$ cat config.mk
export PLATFORM = sky130hd
export DESIGN_NAME = imc_bank
export DESIGN_NICKNAME = d
export VERILOG_FILES = /design/src/rtl/imc_pkg.sv /design/src/rtl/imc_grp_edge.sv /design/src/rtl/imc_cell.sv /design/src/rtl/imc_readback.sv /design/src/rtl/imc_bank.sv
export SDC_FILE = /design/constraint.sdc
export NUM_CORES = 1
export LEC_CHECK = 0
export BUFFER_PORTS_ARGS = -buffer_cell sky130_fd_sc_hd__buf_4
export CORE_MARGIN = 3
export CORE_UTILIZATION = 48
export DETAILED_ROUTE_END_ITERATION = 7
export HOLD_SLACK_MARGIN = 0.08
export PLACE_DENSITY = 0.87
export SLEW_MARGIN = 10
export SYNTH_ARGS = -nofsm -noshare
export SYNTH_HDL_FRONTEND = slang
export SYNTH_SLANG_ARGS = --single-unit
export TNS_END_PERCENT = 10
$ cat constraint.sdc
create_clock -name clk -period 1.6 [get_ports clk]
set_clock_uncertainty 0.15 [all_clocks]
set_input_delay 0.32 -clock clk [delete_from_list [all_inputs] [get_ports clk]]
set_output_delay 0.32 -clock clk [all_outputs]
set_load 0.01 [all_outputs]
$ cat src/rtl/imc_pkg.sv
package imc_pkg;

  typedef enum logic [1:0] {
    IMC_PASS   = 2'b00,
    IMC_PTREG  = 2'b01,
    IMC_PTLAT  = 2'b10,
    IMC_ALELAT = 2'b11
  } imc_mode_e;

  // Register offset of the cell-state byte for each port
  function automatic logic [7:0] port_offset(input int port_id);
    case (port_id)
      0:       return 8'h0A;
      1:       return 8'h0B;
      default: return 8'h18;
    endcase
  endfunction

  // Bits that read a fixed value (test-access pins, port C only)
  function automatic logic [31:0] testpin_mask(input int port_id);
    if (port_id == 2) return 32'h0000_0063;
    return 32'h0;
  endfunction

endpackage

$ cat src/rtl/imc_grp_edge.sv
module imc_grp_edge #(
  parameter int N_GROUPS = 2
) (
  input  logic                clk,
  input  logic                rst,
  input  logic [N_GROUPS-1:0] ctrl,
  output logic [N_GROUPS-1:0] rise
);

  logic [N_GROUPS-1:0] ctrl_q;

  always_ff @(posedge clk) begin
    if (rst) ctrl_q <= '0;
    else     ctrl_q <= ctrl;
  end

  genvar g;
  generate
    for (g = 0; g < N_GROUPS; g++) begin : g_rise
      assign rise[g] = ctrl[g] & ~ctrl_q[g];

      // a rise is flagged only when the control was low one edge earlier
      assert_rise_after_low_R2: assert property (@(posedge clk) disable iff (rst)
        rise[g] |-> !$past(ctrl[g]));
    end
  endgenerate

  // reset clears control history
  assert_hist_clear_R6: assert property (@(posedge clk) rst |=> ctrl_q == '0);

endmodule

$ cat src/rtl/imc_cell.sv
module imc_cell
  import imc_pkg::*;
(
  input  logic      clk,
  input  logic      rst,
  input  imc_mode_e mode,
  input  logic      pin_in,
  input  logic      pt_ctrl,
  input  logic      pt_rise,
  input  logic      ale,
  output logic      cell_out
);

  logic reg_q;
  logic hold_q;
  logic gate;

  always_comb gate = (mode == IMC_ALELAT) ? ale : pt_ctrl;

  always_ff @(posedge clk) begin
    if (rst) begin
      reg_q  <= 1'b0;
      hold_q <= 1'b0;
    end else begin
      if (pt_rise) reg_q  <= pin_in;
      if (gate)    hold_q <= pin_in;
    end
  end

  always_comb begin
    unique case (mode)
      IMC_PASS:   cell_out = pin_in;
      IMC_PTREG:  cell_out = reg_q;
      default:    cell_out = gate ? pin_in : hold_q;
    endcase
  end

  // captured value shows after the rising control
  assert_reg_capture_R2: assert property (@(posedge clk) disable iff (rst)
    (mode == IMC_PTREG && pt_rise) |=> (mode != IMC_PTREG || cell_out == $past(pin_in)));

  // no rise, no change
  assert_reg_hold_R2: assert property (@(posedge clk) disable iff (rst)
    (mode == IMC_PTREG && !pt_rise) |=> (mode != IMC_PTREG || $stable(cell_out)));

  // closing product-term latch keeps last open-cycle sample
  assert_ptlat_close_R3: assert property (@(posedge clk) disable iff (rst)
    (mode == IMC_PTLAT && pt_ctrl) ##1 (mode == IMC_PTLAT && !pt_ctrl)
      |-> cell_out == $past(pin_in));

  // same for the ALE-gated latch
  assert_alelat_close_R4: assert property (@(posedge clk) disable iff (rst)
    (mode == IMC_ALELAT && ale) ##1 (mode == IMC_ALELAT && !ale)
      |-> cell_out == $past(pin_in));

  // stored values cleared by reset
  assert_store_clear_R6: assert property (@(posedge clk)
    rst |=> (reg_q == 1'b0 && hold_q == 1'b0));

endmodule

$ cat src/rtl/imc_readback.sv
module imc_readback #(
  parameter int              N_CELLS = 8,
  parameter int              ADDR_W  = 8,
  parameter logic [ADDR_W-1:0]  OFFSET = '0,
  parameter logic [N_CELLS-1:0] FIXED_MASK = '0,
  parameter logic            FILL_VAL = 1'b0
) (
  input  logic               clk,
  input  logic               rst,
  input  logic               rd_en,
  input  logic [ADDR_W-1:0]  rd_addr,
  input  logic [N_CELLS-1:0] cell_state,
  output logic               rd_valid,
  output logic [N_CELLS-1:0] rd_data
);

  localparam logic [N_CELLS-1:0] FILL_BITS = FILL_VAL ? FIXED_MASK : '0;

  logic hit_q;
  logic hit_now;

  always_comb hit_now = rd_en && (rd_addr == OFFSET);

  always_ff @(posedge clk) begin
    if (rst) hit_q <= 1'b0;
    else     hit_q <= hit_now;
  end

  assign rd_valid = hit_q;
  assign rd_data  = hit_q ? ((cell_state & ~FIXED_MASK) | FILL_BITS) : '0;

  // a hit is answered on the next cycle
  assert_rd_answer_R7: assert property (@(posedge clk) disable iff (rst)
    hit_now |=> rd_valid);

  // no hit, quiet response
  assert_rd_quiet_R8: assert property (@(posedge clk) disable iff (rst)
    !hit_now |=> (!rd_valid && rd_data == '0));

  // fixed bits read the fill value
  assert_fixed_bits_R10: assert property (@(posedge clk) disable iff (rst)
    rd_valid |-> ((rd_data & FIXED_MASK) == FILL_BITS));

endmodule

$ cat src/rtl/imc_bank.sv
module imc_bank
  import imc_pkg::*;
#(
  parameter int   N_CELLS      = 8,
  parameter int   GROUP_SIZE   = 4,
  parameter int   ADDR_W       = 8,
  parameter int   PORT_ID      = 2,
  parameter logic TEST_PIN_VAL = 1'b0
) (
  input  logic                         clk,
  input  logic                         rst,
  input  logic [N_CELLS-1:0]           pin_in,
  input  logic [2*N_CELLS-1:0]         cell_mode,
  input  logic [N_CELLS/GROUP_SIZE-1:0] grp_ctrl,
  input  logic                         ale,
  output logic [N_CELLS-1:0]           to_array,
  input  logic                         rd_en,
  input  logic [ADDR_W-1:0]            rd_addr,
  output logic                         rd_valid,
  output logic [N_CELLS-1:0]           rd_data
);

  localparam int N_GROUPS = N_CELLS / GROUP_SIZE;
  localparam logic [ADDR_W-1:0]  OFFSET = ADDR_W'(port_offset(PORT_ID));
  localparam logic [31:0]        MASK32 = testpin_mask(PORT_ID);
  localparam logic [N_CELLS-1:0] FIXED_MASK = MASK32[N_CELLS-1:0];

  logic [N_GROUPS-1:0] grp_rise;

  imc_grp_edge #(.N_GROUPS(N_GROUPS)) u_edge (
    .clk  (clk),
    .rst  (rst),
    .ctrl (grp_ctrl),
    .rise (grp_rise)
  );

  genvar i;
  generate
    for (i = 0; i < N_CELLS; i++) begin : g_cell
      localparam int GRP = i / GROUP_SIZE;

      imc_cell u_cell (
        .clk      (clk),
        .rst      (rst),
        .mode     (imc_mode_e'(cell_mode[2*i +: 2])),
        .pin_in   (pin_in[i]),
        .pt_ctrl  (grp_ctrl[GRP]),
        .pt_rise  (grp_rise[GRP]),
        .ale      (ale),
        .cell_out (to_array[i])
      );
    end
  endgenerate

  imc_readback #(
    .N_CELLS    (N_CELLS),
    .ADDR_W     (ADDR_W),
    .OFFSET     (OFFSET),
    .FIXED_MASK (FIXED_MASK),
    .FILL_VAL   (TEST_PIN_VAL)
  ) u_rb (
    .clk        (clk),
    .rst        (rst),
    .rd_en      (rd_en),
    .rd_addr    (rd_addr),
    .cell_state (to_array),
    .rd_valid   (rd_valid),
    .rd_data    (rd_data)
  );

endmodule

# Word-level counts from Yosys, hierarchy flattened
# Cells that the tools add are included.
# W data, S select, Z words.
# classes
eq_ne	17
n_mux	25
bitwise	4
n_reduce_logical	9
# ops
operator	n
$eq A2 B1 Y1 const B	8
$eq A2 B2 Y1 const B	8
$logic_not A2 Y1	8
$mux W1	16
$pmux W1 S2	8
$eq A8 B5 Y1 const B	1
$mux W8	1
$and A1 B1 Y1	2
$not A1 Y1	2
$logic_and A1 B1 Y1	1
# totals
regBits	19
out_inout_bits	17
wordCells	73

# Longest topological paths before layout
# depth
ltp_word	5
mapped_depth	5
depth_no_buf	3

# Cells and area by module
# Synthesis repeated with hierarchy kept, for this count alone.
# hier_totals
hier_cells	139
hier_area_um2	1237.4
# by_module_without_submodules
mod	instances	cells_per_inst	area_per_inst_um2	seq_area_each_um2
imc_cell	8	15	132.6	40.0
imc_readback	1	13	106.4	20.0
imc_grp_edge	1	6	70.1	40.0

# Worst setup path after synthesis
# No wires, ideal clock.
# synth_timing
path_type	input -> output
start	in grp_ctrl[0]
end	out rd_data[2]
arrival_ps	1029
required_ps	1130
setup_slack_ps	101
cell_stages	4
path_buffers	1
path_cell_list	buf_6 mux2i_1 mux2i_1 nor3b_1
# synth_via
elab_chain_len	4
# synth_lines
element	line_no	source
from (decl)	imc_bank.sv:14	input logic [N_CELLS/GROUP_SIZE-1:0] grp_ctrl,
$mux W1	imc_cell.sv:18	always_comb gate = (mode == IMC_ALELAT) ? ale : pt_ctrl;
$mux W1	imc_cell.sv:34	default: cell_out = gate ? pin_in : hold_q;
$pmux W1 S2	imc_cell.sv:31	unique case (mode)
$mux W8	imc_readback.sv:30	assign rd_data = hit_q ? ((cell_state & ~FIXED_MASK) | FILL_BITS) : '0;
to (decl)	imc_bank.sv:20	output logic [N_CELLS-1:0] rd_data
# No other way between the ends.

# Worst setup path in the final report
# layout_timing
start	reg g_cell[3].u_cell.hold_q
end	out rd_data[3]
# layout_via
elab_chain_len	3
# layout_lines
element	line_no	source
from (decl)	imc_cell.sv:15	logic hold_q;
from (signal assigned)	imc_cell.sv:26	if (gate) hold_q <= pin_in;
$mux W1	imc_cell.sv:34	
$pmux W1 S2	imc_cell.sv:31	
$mux W8	imc_readback.sv:30	
# No other way between the ends.

==> results.yml <==
worst_setup_path:
  cp.required_ps: 1130
  crit_path_cell_trace: "nand2b_4 > mux2i_2 > nor3b_1 > buf_4"
  slowest_delay_ps: 350
  r2r_slack_ps: 490
  worstPathArrival_ps: 1190
  critPathCaptureType: "output pin"
  path_buf_inv: 1
  critPathTopFamily: "flip-flops"
  cp_max_fo: 2
  crit_type: "reg2out"
  cp-start-kind: "flop"
  worst_path_max_delay_cell: "dfxtp_2"
synth:
  postSynthAreaPerCell_sq_um: 8.85
  synthArstFlopShare_pct: 0
  synth-xor-area-share_pct: 0
  ys_types: 18
  yosysSeqAreaShare_pct: 27.0
  syn_area_sq_um: 1410
  synth_top_family_by_area: "multiplexers"
  synth_warnings: 0
  synth_compound_area_share_pct: 6.76
  synth_seq_cells: 19
  synth_simple_gate_area_share_pct: 27.2
  synthMuxAreaShare_pct: 27.4
  synthFlopType: "dfxtp_1"
  synth_fa_ha_area_share_pct: 0
  synth_edf_count: 0
  synthCells: 159
clocking:
  hold_buffers: 0
  htree_levels: 1
  root_buffer: "clkbuf_4"
  cts_sinks: 19
  clkTransAtPathRegs_ps: 110
  clk_latency_ps: 290
  clockBufferDepth: 2
  cts_tree: "yes"
  cts_buffers: 3
pwr:
  sw_frac_of_total_pct: 28.9
  power.total_mw: 1.16
  p_int_uw: 828
  p_sw_uw: 337
  p_per_area_nw_per_um2: 607
  ir_drop_uv: 610
  leakagePower_nw: 0.881
  comb_power_share_pct: 34.6
  pwr-share-seq_pct: 44.6
  pwr-share-clk_pct: 20.8
sta:
  fin_crit_ps: 1660
  setup_violations: 7
  fmax_mhz: 601
  rsz0062_at_grt: "yes"
  post-route-period-util_pct: 104
  finalHoldViolations: 0
  timing.final.ws_setup_ps: -64.2
  slew_viol_final: 0
detailed_routing:
  viasPerCell: 5.13
  wl_um: 3210
  wl_per_cell_um: 13.9
  final_antenna_net_count: 0
  via_count: 1186
  first_iter_violations: 33
  drt_first_pass_iters: 4
  drc_errors: 0
die:
  rows: 19
  die_h_um: 60.2
  die_width_um: 60.2
  start_util_pct: 50.6
  core_area_sq_um: 2780
  pin_count: 55
  die_area_sq_um: 3620
cells_and_area:
  n_antenna_cell: 0
  final_common_cell: "buf_4"
  nets: 239
  fin_util_pct: 69.0
  syn_to_final_growth_pct: 36.4
  final_cell_mix: "49 x buf_4, 27 x mux2i_1, 24 x nand2b_1, 15 x dfxtp_1"
  drive_gt1_share_pct: 40.0
grt:
  grt_pass1_wl_um: 4950
  grt_max_degree: 28
  grt_pass1_vias: 1158
  track_usage_pct: 18.0
  overflow: 0
  antenna_found_initial: 0
placement:
  gp_congestion: 0.710
  dp_hpwl_um: 2400
  numPortBuffers: 50
run:
  drv_cap: 0
min_path:
  hold_class: "in2reg"
outcome:
  violations: "setup timing"
  status: "finished, violations left"
## state kept, by name, indices dropped and copies added (netlist names)
name and flops:
u_edge.ctrl_q 2, g_cell.u_cell.hold_q 8, u_rb.rd_valid 1, g_cell.u_cell.reg_q 8
## cells by family (layout without fill, tap and decap cells)
logic type	count (synthesis)	after routing
buf+inv	24	62
simple gates	67	67
other cells	1	4
flops	19	19
mux	36	36
compound gates	12	12
## path summary, 6_finish.rpt
check | cells after the start | startpoint | end
hold reg to reg | 2 | g_cell[4].u_cell.hold_q | g_cell[4].u_cell.hold_q
setup reg to reg | 4 | u_edge.ctrl_q[1] | g_cell[6].u_cell.reg_q
hold / removal | 3 | pin_in[5] | g_cell[5].u_cell.reg_q
setup / recovery | 4 | g_cell[3].u_cell.hold_q | rd_data[3]
## synth_stat cells (3+ instances only)
cell type	count	area share (%)
dfxtp_1	19	27
mux2i_1	34	24
nor2b_1	12	5.3
nand2_1	8	2.1
a211oi_1	8	4.3
nand2b_1	28	12
buf_6	3	2.4
clkbuf_1	3	0.80
a32oi_1	4	2.5
inv_1	4	1.1
nor2_1	12	3.2
buf_4	12	6.4
nor3b_1	4	2.1
## cell type report
cell class / instances / area (sq um)
repair buffers: 54 / 445
well taps: 31 / 38.8
multi-input cells: 119 / 1010
clock buffers: 4 / 26.3
inverters: 4 / 15.0
fillers: 240 / 862
flip-flops and latches: 19 / 385
## timing repair
item | 4_1_cts | 5_1_grt
setup buffers | 1 | 0
pin swaps | 8 | 3
endpoints found under the setup margin | 11 | 10
resized for setup | 27 | 9
## power groups by stage
stage | sequential, mW | combinational [mW] | clock [mW]
final | 0.520 | 0.403 | 0.242
after global routing | 0.523 | 0.437 | 0.264
after CTS | 0.519 | 0.388 | 0.246
after detailed placement | 0.528 | 0.340 | 0
after global placement | 0.525 | 0.324 | 0
after floorplan | 0.523 | 0.229 | 0
## worst min-delay path: cells and delay by family
family	cells	cell delay, ps
buffers and inverters	1	90
and+or+nand+nor	1	70
muxes	1	60
## per-layer routing
layer | up-vias | share of wire [%] | global-route usage (%)
met5 | - | 0 | 0
met4 | 0 | 1.3 | 6.33
met3 | 4 | 5.4 | 2.59
met2 | 35 | 54 | 34.6
met1 | 541 | 39 | 19.6
li1 | 606 | - | -
## through the flow
stage          setup WS [ps]  hold slack (ps)  setup TNS, ps  std cells  cell area, sq um
5_1_grt                 -109              132           -633        231              1920
3_5_place_dp           -84.8              318           -401        226              1710
4_1_cts                -44.6              134           -178        231              1870
6_report               -64.2              133           -255        231              1920
2_1_floorplan            101              297              0        162              1420
3_3_place_gp           -9.58              306          -13.2        226              1710
No activity file was read; power rests on OpenSTA's default activity.
